===== config.mk =====
export PLATFORM = sky130hd
export DESIGN_NAME = mtc_timer
export DESIGN_NICKNAME = d
export VERILOG_FILES = /design/src/rtl/tmr_pkg.sv /design/src/rtl/tmr_flag.sv /design/src/rtl/tmr_compare.sv /design/src/rtl/tmr_counter.sv /design/src/rtl/mtc_timer.sv
export SDC_FILE = /design/constraint.sdc
export NUM_CORES = 1
export LEC_CHECK = 0
export ABC_AREA = 1
export BUFFER_PORTS_ARGS = -buffer_cell sky130_fd_sc_hd__clkbuf_2
export CAP_MARGIN = 5
export CORE_UTILIZATION = 52
export DETAILED_ROUTE_END_ITERATION = 10
export PLACE_DENSITY_LB_ADDON = 0.25
export SLEW_MARGIN = 30
export SYNTH_ARGS = -nofsm -noshare
export SYNTH_HDL_FRONTEND = slang
export SYNTH_SLANG_ARGS = --single-unit

===== constraint.sdc =====
create_clock -name clk -period 1.7 [get_ports clk]
set_input_delay 0.255 -clock clk [delete_from_list [all_inputs] [get_ports clk]]
set_output_delay 0.255 -clock clk [all_outputs]
set_load 0.01 [all_outputs]

===== src/rtl/tmr_pkg.sv =====
package tmr_pkg;

  typedef enum logic [1:0] {
    TM_FREE8  = 2'd0,
    TM_CLRCMP = 2'd1,
    TM_FREE16 = 2'd2,
    TM_RSVD   = 2'd3
  } tm_mode_e;

endpackage


===== src/rtl/tmr_flag.sv =====
module tmr_flag (
  input  logic clk,
  input  logic rst,
  input  logic set_evt,
  input  logic ack,
  output logic flag
);

  always_ff @(posedge clk) begin
    if (rst)          flag <= 1'b0;
    else if (set_evt) flag <= 1'b1;
    else if (ack)     flag <= 1'b0;
  end

  // an event beats a same-cycle acknowledge
  p_set_wins_r10: assert property (@(posedge clk) disable iff (rst)
    set_evt |=> flag);

  // without an acknowledge the flag stays high
  p_sticky_r10: assert property (@(posedge clk) disable iff (rst)
    (flag && !ack) |=> flag);

endmodule


===== src/rtl/tmr_compare.sv =====
module tmr_compare #(
  parameter int BYTE_W = 8
) (
  input  logic              clk,
  input  logic              rst,
  input  logic              we,
  input  logic [BYTE_W-1:0] wdata,
  input  logic [BYTE_W-1:0] lo_val,
  output logic [BYTE_W-1:0] top_val,
  output logic              hit
);

  logic [BYTE_W-1:0] top_q;

  // Loaded directly: no shadow copy, so a new top takes effect at once
  always_ff @(posedge clk) begin
    if (rst)     top_q <= '0;
    else if (we) top_q <= wdata;
  end

  assign top_val = top_q;
  assign hit     = (lo_val == top_q);

  // a compare write is visible on the next cycle
  p_cmp_load_r7: assert property (@(posedge clk) disable iff (rst)
    we |=> (top_val == $past(wdata)));

endmodule


===== src/rtl/tmr_counter.sv =====
module tmr_counter
  import tmr_pkg::*;
#(
  parameter int BYTE_W = 8
) (
  input  logic                clk,
  input  logic                rst,
  input  logic                tick,
  input  tm_mode_e            mode,
  input  logic                lo_we,
  input  logic                hi_we,
  input  logic [BYTE_W-1:0]   wdata,
  input  logic                hit,
  output logic [BYTE_W-1:0]   lo_q,
  output logic [BYTE_W-1:0]   hi_q,
  output logic                ovf_evt,
  output logic                cmp_evt
);

  localparam logic [BYTE_W-1:0] LO_MAX = '1;

  logic [BYTE_W-1:0] lo_d, hi_d;
  logic              adv;

  assign adv = tick && !(lo_we || hi_we);

  always_comb begin
    lo_d    = lo_q;
    hi_d    = hi_q;
    ovf_evt = 1'b0;
    cmp_evt = 1'b0;
    if (lo_we) lo_d = wdata;
    if (hi_we) hi_d = wdata;
    if (adv) begin
      cmp_evt = hit;
      case (mode)
        TM_CLRCMP: begin
          lo_d    = hit ? '0 : lo_q + 1'b1;
          ovf_evt = (lo_q == LO_MAX);
        end
        TM_FREE16: begin
          {hi_d, lo_d} = {hi_q, lo_q} + 1'b1;
          ovf_evt      = &{hi_q, lo_q};
        end
        default: begin
          lo_d    = lo_q + 1'b1;
          ovf_evt = (lo_q == LO_MAX);
        end
      endcase
    end
  end

  always_ff @(posedge clk) begin
    if (rst) begin
      lo_q <= '0;
      hi_q <= '0;
    end else begin
      lo_q <= lo_d;
      hi_q <= hi_d;
    end
  end

  // no tick and no write means the count holds
  p_idle_hold_r2: assert property (@(posedge clk) disable iff (rst)
    (!tick && !lo_we && !hi_we) |=> ($stable(lo_q) && $stable(hi_q)));

  // a low-byte write loads the data even when a tick arrives with it
  p_write_wins_r9: assert property (@(posedge clk) disable iff (rst)
    lo_we |=> (lo_q == $past(wdata)));

  // wide mode adds one across both bytes
  p_wide_inc_r8: assert property (@(posedge clk) disable iff (rst)
    (adv && mode == TM_FREE16) |=> ({hi_q, lo_q} == $past({hi_q, lo_q}) + 1'b1));

endmodule


===== src/rtl/mtc_timer.sv =====
module mtc_timer
  import tmr_pkg::*;
#(
  parameter int BYTE_W = 8,
  localparam int CNT_W = 2 * BYTE_W
) (
  input  logic              clk,
  input  logic              rst,
  input  logic              tick,
  input  logic [1:0]        mode,
  input  logic              cnt_lo_we,
  input  logic              cnt_hi_we,
  input  logic [BYTE_W-1:0] cnt_wdata,
  input  logic              cmp_we,
  input  logic [BYTE_W-1:0] cmp_wdata,
  input  logic              ovf_ack,
  input  logic              cmp_ack,
  output logic              ovf_flag,
  output logic              cmp_flag,
  output logic [CNT_W-1:0]  count
);

  tm_mode_e          mode_e;
  logic [BYTE_W-1:0] lo_q, hi_q, top_val;
  logic              hit, ovf_evt, cmp_evt;

  assign mode_e = tm_mode_e'(mode);

  tmr_compare #(.BYTE_W(BYTE_W)) u_cmp (
    .clk     (clk),
    .rst     (rst),
    .we      (cmp_we),
    .wdata   (cmp_wdata),
    .lo_val  (lo_q),
    .top_val (top_val),
    .hit     (hit)
  );

  tmr_counter #(.BYTE_W(BYTE_W)) u_cnt (
    .clk     (clk),
    .rst     (rst),
    .tick    (tick),
    .mode    (mode_e),
    .lo_we   (cnt_lo_we),
    .hi_we   (cnt_hi_we),
    .wdata   (cnt_wdata),
    .hit     (hit),
    .lo_q    (lo_q),
    .hi_q    (hi_q),
    .ovf_evt (ovf_evt),
    .cmp_evt (cmp_evt)
  );

  tmr_flag u_ovf (
    .clk     (clk),
    .rst     (rst),
    .set_evt (ovf_evt),
    .ack     (ovf_ack),
    .flag    (ovf_flag)
  );

  tmr_flag u_cmpf (
    .clk     (clk),
    .rst     (rst),
    .set_evt (cmp_evt),
    .ack     (cmp_ack),
    .flag    (cmp_flag)
  );

  assign count = {hi_q, lo_q};

  // a tick on the top value clears the low byte in clear-on-compare mode
  p_ctc_clear_r5: assert property (@(posedge clk) disable iff (rst)
    (tick && !cnt_lo_we && !cnt_hi_we && mode_e == TM_CLRCMP && lo_q == top_val)
      |=> (lo_q == '0));

  // free 8-bit wrap leaves the high byte alone
  p_free8_wrap_r3: assert property (@(posedge clk) disable iff (rst)
    (tick && !cnt_lo_we && !cnt_hi_we && mode_e == TM_FREE8 && (&lo_q))
      |=> (lo_q == '0 && $stable(hi_q)));

  // the overflow flag rises exactly as the wide count returns to zero
  p_wide_ovf_r4: assert property (@(posedge clk) disable iff (rst)
    (tick && !cnt_lo_we && !cnt_hi_we && mode_e == TM_FREE16 && (&count))
      |=> (count == '0 && ovf_flag));

endmodule


# Word level (Yosys, flattened, before mapping)
# Cells that the tools add are included.
# totals
regBits,26
in_bits,26
output_inout_bits,18
word_cells,32
# classes
n_addsub,2
eq_ne,4
muxes,14
n_reduce_logical,7
# op_table
operator,count
two-way mux 8 bit,6
"adder 16 x 1 -> 16 bit, second input constant",1
one-hot mux 8 bit (2 select lines),1
AND reduction 16 bit,1
"adder 8 x 1 -> 8 bit, second input constant",1
== test 8 bit,1
"== test 8 bit, second input constant",1
two-way mux 1 bit,7
nonzero test 2 bit,3
"== test 2 x 1 -> 1 bit, second input constant",1
"== test 2 bit, second input constant",1
logical AND 1 bit,1
logical NOT 1 bit,1
logical OR 1 bit,1

# Logic depth before layout (Yosys ltp)
# Gate-level depths: netlist of run 1.
# depth
word_depth,5
ltp_mapped,10
ltp_nobuf,10

# Modules after synthesis
# From an unflattened synthesis of run 1, not the netlist that was laid out.
# hier_totals
hier_cells,294
area_unflattened_um2,1773.0
# modules_own_cells
mod,n_inst,cells_per_inst,area_each_um2,seq_area_each_um2
tmr_counter,1,210,1229.9,320.3
tmr_compare,1,74,462.9,160.2
tmr_flag,2,5,40.0,20.0

# Worst setup path after synthesis of run 1
# OpenSTA, ideal clock, no wires.
# synth_path
path_kind,register -> register
startpoint,register u_cnt.lo_q[1]
endpoint,register u_cnt.hi_q[4]
setup_ns,0.113
arrival_time_ns,1.382
t_required_ns,1.587
setup_slack_ns,0.205
path_stages_with_launch,11
path_buffers,0
period_less_slack_ns,1.495
cell_sequence,dfxtp_1 -> ha_1 -> nand3_2 -> nor2_2 -> nand3_2 -> inv_2 -> nand2_1 -> nand2_1 -> inv_1 -> o21ai_1 -> inv_1
# synth_between
elab_chain_len,3
# synth_lines
item,line,source
"start, declared",tmr_counter.sv:14,"output logic [BYTE_W-1:0] lo_q,"
"start signal, assigned",tmr_counter.sv:58,lo_q <= lo_d;
adder 16 x 1 -> 16 bit,tmr_counter.sv:42,"{hi_d, lo_d} = {hi_q, lo_q} + 1'b1;"
two-way mux 8 bit,tmr_counter.sv:36,case (mode)
two-way mux 8 bit,tmr_counter.sv:34,if (adv) begin
"end signal, assigned",tmr_counter.sv:59,hi_q <= hi_d;
"end, declared",tmr_counter.sv:15,"output logic [BYTE_W-1:0] hi_q,"
# Every way passes these cells.
# A chain may end at the register's enable or synchronous reset.

# Worst setup path in the final report of run 1
# layout_path
startpoint,register u_cnt.lo_q[0]
endpoint,register u_cnt.hi_q[6]
# The elaborated chain is that of the path after synthesis.

==> flow_metrics.env, run 1 <==
export IMPL_clkTransAtPathRegs_ps=150
export IMPL_syn_num_nets=280
export IMPL_power_leakage_nw=0.9592
export IMPL_numCtsBuffers=3
export IMPL_drt_wl_total_um=3846
export IMPL_gp_congestion=0.8576
export IMPL_clkPwrFrac_pct=30.8
export IMPL_max_freq_mhz=637.1
export IMPL_worstPathArrival_ps=1810
export IMPL_slew_headroom_pct=66.28
export IMPL_setup_tns_ps=0
export IMPL_dieHeight_um=57.89
export IMPL_post_place_ws_ps=115.2
export IMPL_drc=3
export IMPL_grt_max_degree=20
export IMPL_htree_levels=1
export IMPL_cts_tree="done"
export IMPL_grt_pass1_wl_um=6768
export IMPL_drt_iter0_markers=82
export IMPL_cts_root_buffer="clkbuf_4"
export IMPL_rsz0062_at_grt="no"
export IMPL_layout_cells_non_filler=326
export IMPL_seq_area_frac_synth_pct=32.05
export IMPL_syn_inst=251
export IMPL_cts_sinks=26
export IMPL_core_area_um2=2853
export IMPL_post_drt_wl_per_cell_um=11.80
export IMPL_hold_viol_final=0
export IMPL_critPathLaunchType="register"
export IMPL_violations="design-rule violations"
export IMPL_postRouteAntennaNets=0
export IMPL_irDropWorstVdd_uv=561.7
export IMPL_fin_ws_ps=130.3
export IMPL_final_layout_size_suffix_gt1_share_pct=23.73
export IMPL_end_kind="register"
export IMPL_finalSetupViolations=0
export IMPL_p_int_mw=1.002
export IMPL_outcome="complete, but fails checks"
export IMPL_power_density_nw_per_um2=725.7
export IMPL_place_inst=322
export IMPL_dieArea_um2=3351
export IMPL_fin_skew_ps=5.663
export IMPL_syn_area_um2=1624
export IMPL_totalPowerFinal_mw=1.401
export IMPL_ys_ff_latch=26
export IMPL_p_sw_uw=399.4
export IMPL_area_delta_synth_final_pct=18.88
export IMPL_die_width_um=57.89
export IMPL_nets=325
export IMPL_synth_cell_types=26
export IMPL_hold_class="in2reg"
export IMPL_slew_violations=0
export IMPL_yosysWarnings=0
export IMPL_grt_pass1_vias=1548
export IMPL_overflow=0
export IMPL_vias=1706
export IMPL_avgSynthCellArea_um2=6.470
export IMPL_floorplan_initialDensity_pct=56.93
export IMPL_combPwrFrac_pct=19.4
export IMPL_worstPathMaxFanout=6
export IMPL_io_pins=44
export IMPL_dp_hpwl_um=2918
export IMPL_p_seq_share_pct=49.9
export IMPL_grt_usage_pct=25.48
export IMPL_clk_path_buf_depth=2
export IMPL_fin_crit_sh_pct=92.33
export IMPL_critical_path_required_ps=1940
export IMPL_diodes=0
export IMPL_drv_cap=0
export IMPL_tightest_slew_ps=505.2
export IMPL_switching_share_pct=28.51
export IMPL_antenna_found_initial=0
export IMPL_viasPerCell=5.233
export IMPL_num_rows=19
export IMPL_min_period_ps=1570
export IMPL_port_buffers=43
export IMPL_clk_latency_ps=330
export IMPL_drt_pass1_iter_count=7
export IMPL_path_class="reg2reg"
[flip-flops by register name, indices dropped and copies added (netlist names)]
register and count:
u_cmpf.flag 1, u_cnt.hi_q 8, u_cmp.top_val 8, u_ovf.flag 1, u_cnt.lo_q 8
[Yosys cell counts (all sizes together)]
library cell | count | area share [%]
nand2 | 55 | 13
inv | 39 | 9.0
o21ai | 36 | 11
a21oi | 30 | 9.5
dfxtp | 26 | 32
nor2 | 25 | 6.4
nand3 | 11 | 4.3
nor3 | 6 | 2.5
xnor2 | 5 | 2.7
clkbuf | 4 | 0.92
ha | 3 | 2.3
buf | 2 | 0.62
mux2i | 2 | 1.2
nand4 | 2 | 0.77
o221ai | 2 | 1.1
a31oi | 1 | 0.39
nand3b | 1 | 1.2
xor2 | 1 | 0.54
[cells in the final DEF, fill, tap and decap left out, types with 2 or more instances in the layout]
cell / Yosys / routed
inv_2: 6 / 6
o221ai_1: 2 / 2
nand3_1: 8 / 8
dfxtp_1: 26 / 24
nand2_2: 4 / 4
nor3_1: 5 / 5
xnor2_1: 5 / 5
inv_1: 33 / 33
o21ai_1: 4 / 4
nor2_1: 23 / 23
nand4_1: 2 / 2
nand2_1: 51 / 51
nand3_2: 3 / 3
buf_4: 0 / 3
ha_1: 3 / 3
mux2i_1: 2 / 2
dfxtp_2: 0 / 2
a21oi_1: 29 / 29
o21ai_0: 32 / 32
clkbuf_2: 0 / 43
clkbuf_4: 0 / 3
[worst max-delay path: stages, from the launching register on]
cell and delay (ps):
dfxtp_2 410, ha_1 220, nand3_2 120, nor2_2 160
nand3_2 150, nor2_1 160, a21oi_1 80, o21ai_1 140
inv_1 50
[worst paths after layout]
check	from	to	slack, ps	cells after the start
worst min register to register	u_ovf.flag	u_ovf.flag	470	2
worst max-delay path	u_cnt.lo_q[0]	u_cnt.hi_q[6]	130	8
worst min-delay path	cmp_wdata[4]	u_cmp.top_val[4]	150	3
worst max register to register	u_cnt.lo_q[0]	u_cnt.hi_q[6]	130	8
[power groups by stage]
stage | clock [mW] | sequential (mW) | combinational (mW)
after floorplan | 0 | 0.717 | 0.162
after global placement | 0 | 0.710 | 0.267
after detailed placement | 0 | 0.712 | 0.269
after CTS | 0.437 | 0.698 | 0.271
after global routing | 0.453 | 0.707 | 0.313
final | 0.431 | 0.699 | 0.272
[logic make-up after synthesis]
| group | count (synthesis) | synth area share, % |
|---|---|---|
| flip-flops | 26 | 32.05 |
| buffers and inverters | 45 | 10.55 |
| adder cells (fa/ha/maj) | 3 | 2.311 |
| AND/OR/NAND/NOR | 100 | 28.58 |
| XOR/XNOR | 6 | 3.236 |
| multiplexers | 2 | 1.233 |
| AO/OA/AOI/OAI | 69 | 22.03 |
[timing repair]
action,in CTS,in global routing
endpoints found under the setup margin,0,3
setup buffers,0,0
hold buffers,0,0
resized for setup,0,2
[area by class of cell]
class | instances | area [um2]
Sequential cell | 26 | 523.0
Fill cell | 271 | 922.1
Tap cell | 31 | 38.79
Multi-Input combinational cell | 180 | 932.1
Timing Repair Buffer | 46 | 237.7
Inverter | 39 | 146.4
Clock inverter | 1 | 30.03
Clock buffer | 3 | 22.52
[through the flow]
stage | hold slack (ps) | utilization, % | instance area (um2)
final | 146.9 | 67.68 | 1931
after global routing | 164.2 | 67.68 | 1931
after CTS | 143.4 | 67.59 | 1928
after detailed placement | 453.7 | 65.75 | 1876
after global placement | 450.6 | 65.75 | 1876
after floorplan | 389.9 | - | 1624
[per-layer routing]
layer	routed length, um	vias up	track usage [%]
li1	-	908	-
met4	57	0	6.463
met2	1642	58	41.22
met1	1901	733	36.48
met5	0	-	0
met3	245	7	2.455
No activity file was read; power rests on OpenSTA's default activity.
==> inputs of run 2 (changes only) <==
- GPL_TIMING_DRIVEN: default -> 0
==> run 2 against run 1 <==
Total power is 7.3% lower. Flip-flop and latch count is the same. Combinational power about the same. Hold slack lost 3.7 ps. Via count is 2.3% higher. Wire length grew 3.6%. Setup slack got worse by 23 ps. Clock-buffer cell count is 1 higher. Global-route usage decreased by 0.39 points. Largest cell class unchanged. Cell count up 0.31%. The run still ends with design-rule violations left. Non-clock buffer count is 1 higher. Clock skew rose by 10 ps.
==> flow_metrics.env, run 2 (synthesis gave the netlist of run 1 again) <==
export IMPL_outcome="complete, but fails checks"
export IMPL_violations="design-rule violations"
export IMPL_tightest_slew_ps=426.5
export IMPL_fin_skew_ps=16.11
export IMPL_vias=1745
export IMPL_cts_tree="done"
export IMPL_final_layout_size_suffix_gt1_share_pct=22.64
export IMPL_ff2ff_setup_slack_ps=110
export IMPL_mostFrequentLayoutCell="nand2_1"
export IMPL_postRouteAntennaNets=0
export IMPL_critPathLaunchType="register"
export IMPL_power_density_nw_per_um2=680.5
export IMPL_antenna_found_initial=0
export IMPL_irDropWorstVdd_uv=418.2
export IMPL_final_fill_count=272
export IMPL_end_kind="register"
export IMPL_slew_headroom_pct=71.57
export IMPL_grt_max_degree=15
export IMPL_die_width_um=57.89
export IMPL_htree_levels=1
export IMPL_critical_path_required_ps=1950
export IMPL_max_freq_mhz=628.0
export IMPL_post_cts_buffers=0
export IMPL_finalSetupViolations=0
export IMPL_io_pins=44
export IMPL_cpPeakStageDelay_ps=410
export IMPL_grt_usage_pct=25.09
export IMPL_drt_wl_total_um=3983
export IMPL_slew_violations=0
export IMPL_viasPerCell=5.336
export IMPL_drv_cap=0
export IMPL_grt_pass1_vias=1543
export IMPL_hold_viol_final=0
export IMPL_hold_class="in2reg"
export IMPL_core_area_um2=2853
export IMPL_area_delta_synth_final_pct=17.57
export IMPL_cts_sinks=26
export IMPL_num_rows=19
export IMPL_post_drt_wl_per_cell_um=12.18
export IMPL_fin_crit_sh_pct=93.67
export IMPL_layout_common_cells="nand2_1 (51), clkbuf_2 (41), inv_1 (33)"
export IMPL_nets=326
export IMPL_worstPathMaxFanout=6
export IMPL_cts_resized=0
export IMPL_port_buffers=41
export IMPL_cts_hold_buf=0
export IMPL_path_class="reg2reg"
export IMPL_dieHeight_um=57.89
export IMPL_crit_slowest_cell="dfxtp_4"
export IMPL_clk_latency_ps=340
export IMPL_gp_congestion=0.9228
export IMPL_numCtsBuffers=3
export IMPL_overflow=0
export IMPL_drc=3
export IMPL_floorplan_initialDensity_pct=56.93
export IMPL_diodes=0
export IMPL_min_period_ps=1592
export IMPL_multi_input_area_um2=932.1
export IMPL_hold_ws_ps=143.2
export IMPL_worstPathArrival_ps=1840
export IMPL_clkTransAtPathRegs_ps=160
export IMPL_dp_hpwl_um=3039
export IMPL_totalPowerFinal_mw=1.299
export IMPL_grt_pass1_wl_um=6555
export IMPL_cts_root_buffer="clkbuf_4"
export IMPL_drt_iter0_markers=101
export IMPL_setup_tns_ps=0
export IMPL_worstPathCellList="ha_1 > nand3_2 > nor2_2 > nand3_2 > inv_2 > nand2_1 > nand2_1 > inv_1 > o21ai_1 > inv_1"
export IMPL_clk_path_buf_depth=2
export IMPL_dieArea_um2=3351
export IMPL_final_seq_area_um2=525.5
export IMPL_power_leakage_nw=0.9402
export IMPL_rsz0062_at_grt="no"
export IMPL_drt_pass1_iter_count=7
## run 2: cell types whose count changed in the layout (fill, tap and decap cells not counted), sizes merged
cell / before / now
clkbuf: 46 / 49
buf: 3 / 2
bufinv: 1 / 0
## run 2: power by group
group | internal (mW) | switching, mW | leakage, nW
combinational | 0.109 | 0.160 | 0.703
sequential | 0.651 | 0.0500 | 0.216
clock | 0.131 | 0.198 | 0.0210
total | 0.891 | 0.408 | 0.940
## run 2: final timing paths
| path | from | endpoint | cells after the start |
|---|---|---|---|
| setup reg to reg | u_cnt.lo_q[1] | u_cnt.hi_q[4] | 10 |
| hold / removal | ovf_ack | u_ovf.flag | 4 |
| setup / recovery | u_cnt.lo_q[1] | u_cnt.hi_q[4] | 10 |
| hold reg to reg | u_cmpf.flag | u_cmpf.flag | 2 |
## run 2: routing by layer
layer  up-vias  wire [um]  global-route usage (%)
li1        902          -                       -
met1       778       1921                   34.82
met2        56       1783                   39.41
met3         9        216                   3.795
met4         0         61                   9.524
met5         -          0                       0
## run 2: metrics by stage
step | worst slack (ps) | utilization (%) | instances | area, um2
after floorplan | 205.3 | - | 251 | 1624
after global placement | 93.79 | 65.48 | 323 | 1868
after detailed placement | 58.46 | 65.48 | 323 | 1868
after CTS | 38.36 | 66.75 | 327 | 1904
after global routing | 6.172 | 66.93 | 327 | 1909
final | 107.6 | 66.93 | 327 | 1909
## run 2: final cells by class
class | count | share of cell area (%)
Sequential cell | 26 | 27.52
Inverter | 39 | 7.667
Timing Repair Buffer | 41 | 10.75
Multi-Input combinational cell | 180 | 48.82
Tap cell | 31 | 2.031
Buffer | 6 | 1.311
Clock buffer | 4 | 1.900
## run 2: worst max-delay path: cells and delay by family (launching register included)
family / cells / cell delay [ps]
AOI/OAI and AO/OA: 1 / 120
buffers and inverters: 3 / 230
and+or+nand+nor: 5 / 550
DFF: 1 / 410
adders and majority gates: 1 / 200
==> inputs of run 3 (changes only) <==
- BUFFER_PORTS_ARGS: -buffer_cell sky130_fd_sc_hd__clkbuf_2 -> default
- CORE_UTILIZATION: 52 -> 59
- DONT_BUFFER_PORTS: default -> 1
==> run 3 against run 2 <==
The run now ends clean. Design area decreased by 9.8%. Wire length decreased by 2.7%. Combinational power decreased by 25%. Clock-buffer cell count unchanged. Cell count decreased by 13%. Sequential power increased by 3%. Flip-flop and latch count unchanged. Setup slack improved by 10 ps.
==> flow_metrics.env, run 3 (synthesis gave the netlist of run 1 again) <==
export IMPL_r2r_start="u_cnt.lo_q[0]"
export IMPL_end_kind="register"
export IMPL_drv_cap=0
export IMPL_min_from="cmp_wdata[4]"
export IMPL_max_freq_mhz=632.0
export IMPL_final_seq_area_um2=531.8
export IMPL_antenna_found_initial=0
export IMPL_final_util_pct=67.65
export IMPL_layout_cells_non_filler=285
export IMPL_layout_common_cells="nand2_1 (51), inv_1 (33), o21ai_0 (32)"
export IMPL_clk_path_buf_depth=2
export IMPL_grt_pass1_vias=1519
export IMPL_final_layout_size_suffix_gt1_share_pct=11.37
export IMPL_grt_usage_pct=30.17
export IMPL_floorplan_initialDensity_pct=63.82
export IMPL_path_delay_family="simple AND/OR/NAND/NOR gates"
export IMPL_regToRegEndpoint="u_cnt.hi_q[4]"
export IMPL_vias=1623
export IMPL_cts_tree="done"
export IMPL_gp_congestion=0.9032
export IMPL_critical_path_required_ps=1940
export IMPL_diodes=0
export IMPL_viasPerCell=5.695
export IMPL_cts_sinks=26
export IMPL_num_rows=18
export IMPL_drt_pass1_iter_count=5
export IMPL_clkTransAtPathRegs_ps=140
export IMPL_hold_viol_final=0
export IMPL_fin_skew_ps=2.815
export IMPL_post_drt_wl_per_cell_um=13.59
export IMPL_outcome="completed"
export IMPL_postRouteAntennaNets=0
export IMPL_grt_max_degree=15
export IMPL_dieHeight_um=54.47
export IMPL_port_buffers=0
export IMPL_hold_end="u_cmp.top_val[4]"
export IMPL_hold_class="in2reg"
export IMPL_cts_root_buffer="clkbuf_4"
export IMPL_place_inst=281
export IMPL_slew_violations=0
export IMPL_path_class="reg2reg"
export IMPL_htree_levels=1
export IMPL_irDropWorstVdd_uv=509.8
export IMPL_numCtsBuffers=3
export IMPL_grt_pass1_wl_um=6410
export IMPL_final_fill_count=253
export IMPL_power_leakage_nw=0.7656
export IMPL_hold_depth=2
export IMPL_area_delta_synth_final_pct=6.009
export IMPL_worstPathCellList="ha_1 > nand3_2 > nor2_4 > nand3_4 > inv_2 > nand2_1 > nand2_1 > inv_1 > o21ai_1 > inv_1"
export IMPL_ff2ff_path_depth=10
export IMPL_critPathLaunchType="register"
export IMPL_die_width_um=54.47
export IMPL_rsz0062_at_grt="yes"
export IMPL_cpPeakStageDelay_ps=420
export IMPL_mostFrequentLayoutCell="nand2_1"
export IMPL_min_period_ps=1582
export IMPL_io_pins=44
export IMPL_worstPathArrival_ps=1820
export IMPL_multi_input_area_um2=944.7
export IMPL_clk_latency_ps=320
export IMPL_critPathBufInv=3
export IMPL_dieArea_um2=2966
export IMPL_overflow=0
export IMPL_core_area_um2=2545
export IMPL_finalSetupViolations=0
export IMPL_fin_crit_sh_pct=93.07
export IMPL_drt_iter0_markers=39
export IMPL_worstPathMaxFanout=6
export IMPL_slew_headroom_pct=71.48
export IMPL_dp_hpwl_um=2882
export IMPL_post_cts_buffers=0
export IMPL_power_density_nw_per_um2=719.2
export IMPL_ff2ff_setup_slack_ps=120
export IMPL_drt_wl_total_um=3874
export IMPL_crit_slowest_cell="dfxtp_4"
export IMPL_drc=0
export IMPL_nets=285
export IMPL_tightest_slew_ps=427.8
## run 3: changes by cell type in the layout (fill, tap and decap cells not counted)
cell / change
dfxtp_2: +2
dfxtp_4: +1
clkbuf_2: -41
nor2_4: +1
nand3_2: -1
dfxtp_1: -3
nand3_4: +1
nor2_2: -1
## run 3: how the worst max path moves through the flow
stage	from	to	slack, ps	cells past startpoint
2_1_floorplan	u_cnt.lo_q[1]	u_cnt.hi_q[4]	210	10
3_3_place_gp	u_cnt.lo_q[1]	u_cnt.hi_q[4]	8	10
3_5_place_dp	u_cnt.lo_q[1]	u_cnt.hi_q[4]	-2	10
4_1_cts	u_cnt.lo_q[0]	u_cnt.hi_q[4]	70	10
5_1_grt	u_cnt.lo_q[0]	u_cnt.hi_q[2]	-50	8
6_report	u_cnt.lo_q[0]	u_cnt.hi_q[4]	120	10
## run 3: cell type report
type / instances / area share [%]
Buffer: 6 / 1.453
Clock buffer: 4 / 2.108
Inverter: 39 / 8.503
Multi-Input combinational cell: 180 / 54.87
Sequential cell: 26 / 30.89
Tap cell: 30 / 2.180
## run 3: layer usage
metal | vias to the layer above | routed length [um] | track usage (%)
li1 | 824 | - | -
met1 | 725 | 1760 | 38.59
met2 | 70 | 1771 | 49.39
met3 | 4 | 311 | 6.944
met4 | 0 | 31 | 10.26
met5 | - | 0 | 0
## run 3: power breakdown
group          switching, mW  internal, mW  leakage [nW]
logic                  0.128        0.0742         0.527
clock network          0.186         0.131        0.0210
registers             0.0676         0.651         0.217
## run 3: timing repair
action,in CTS,in global routing
resized for setup,2,7
setup endpoints to repair,1,9
hold buffers,0,0
## run 3: metrics by stage
step,setup slack (ps),power [mW],cell area [um2],hold WS (ps),TNS [ps]
CTS,71.13,1.240,1700,60.97,0
global route,-49.30,1.304,1722,57.72,-126.4
global placement,7.665,0.9217,1662,393.4,0
floorplan,205.3,0.8790,1624,389.9,0
detailed placement,-1.648,0.9277,1662,403.0,-1.648
finish,117.8,1.238,1722,61.21,0
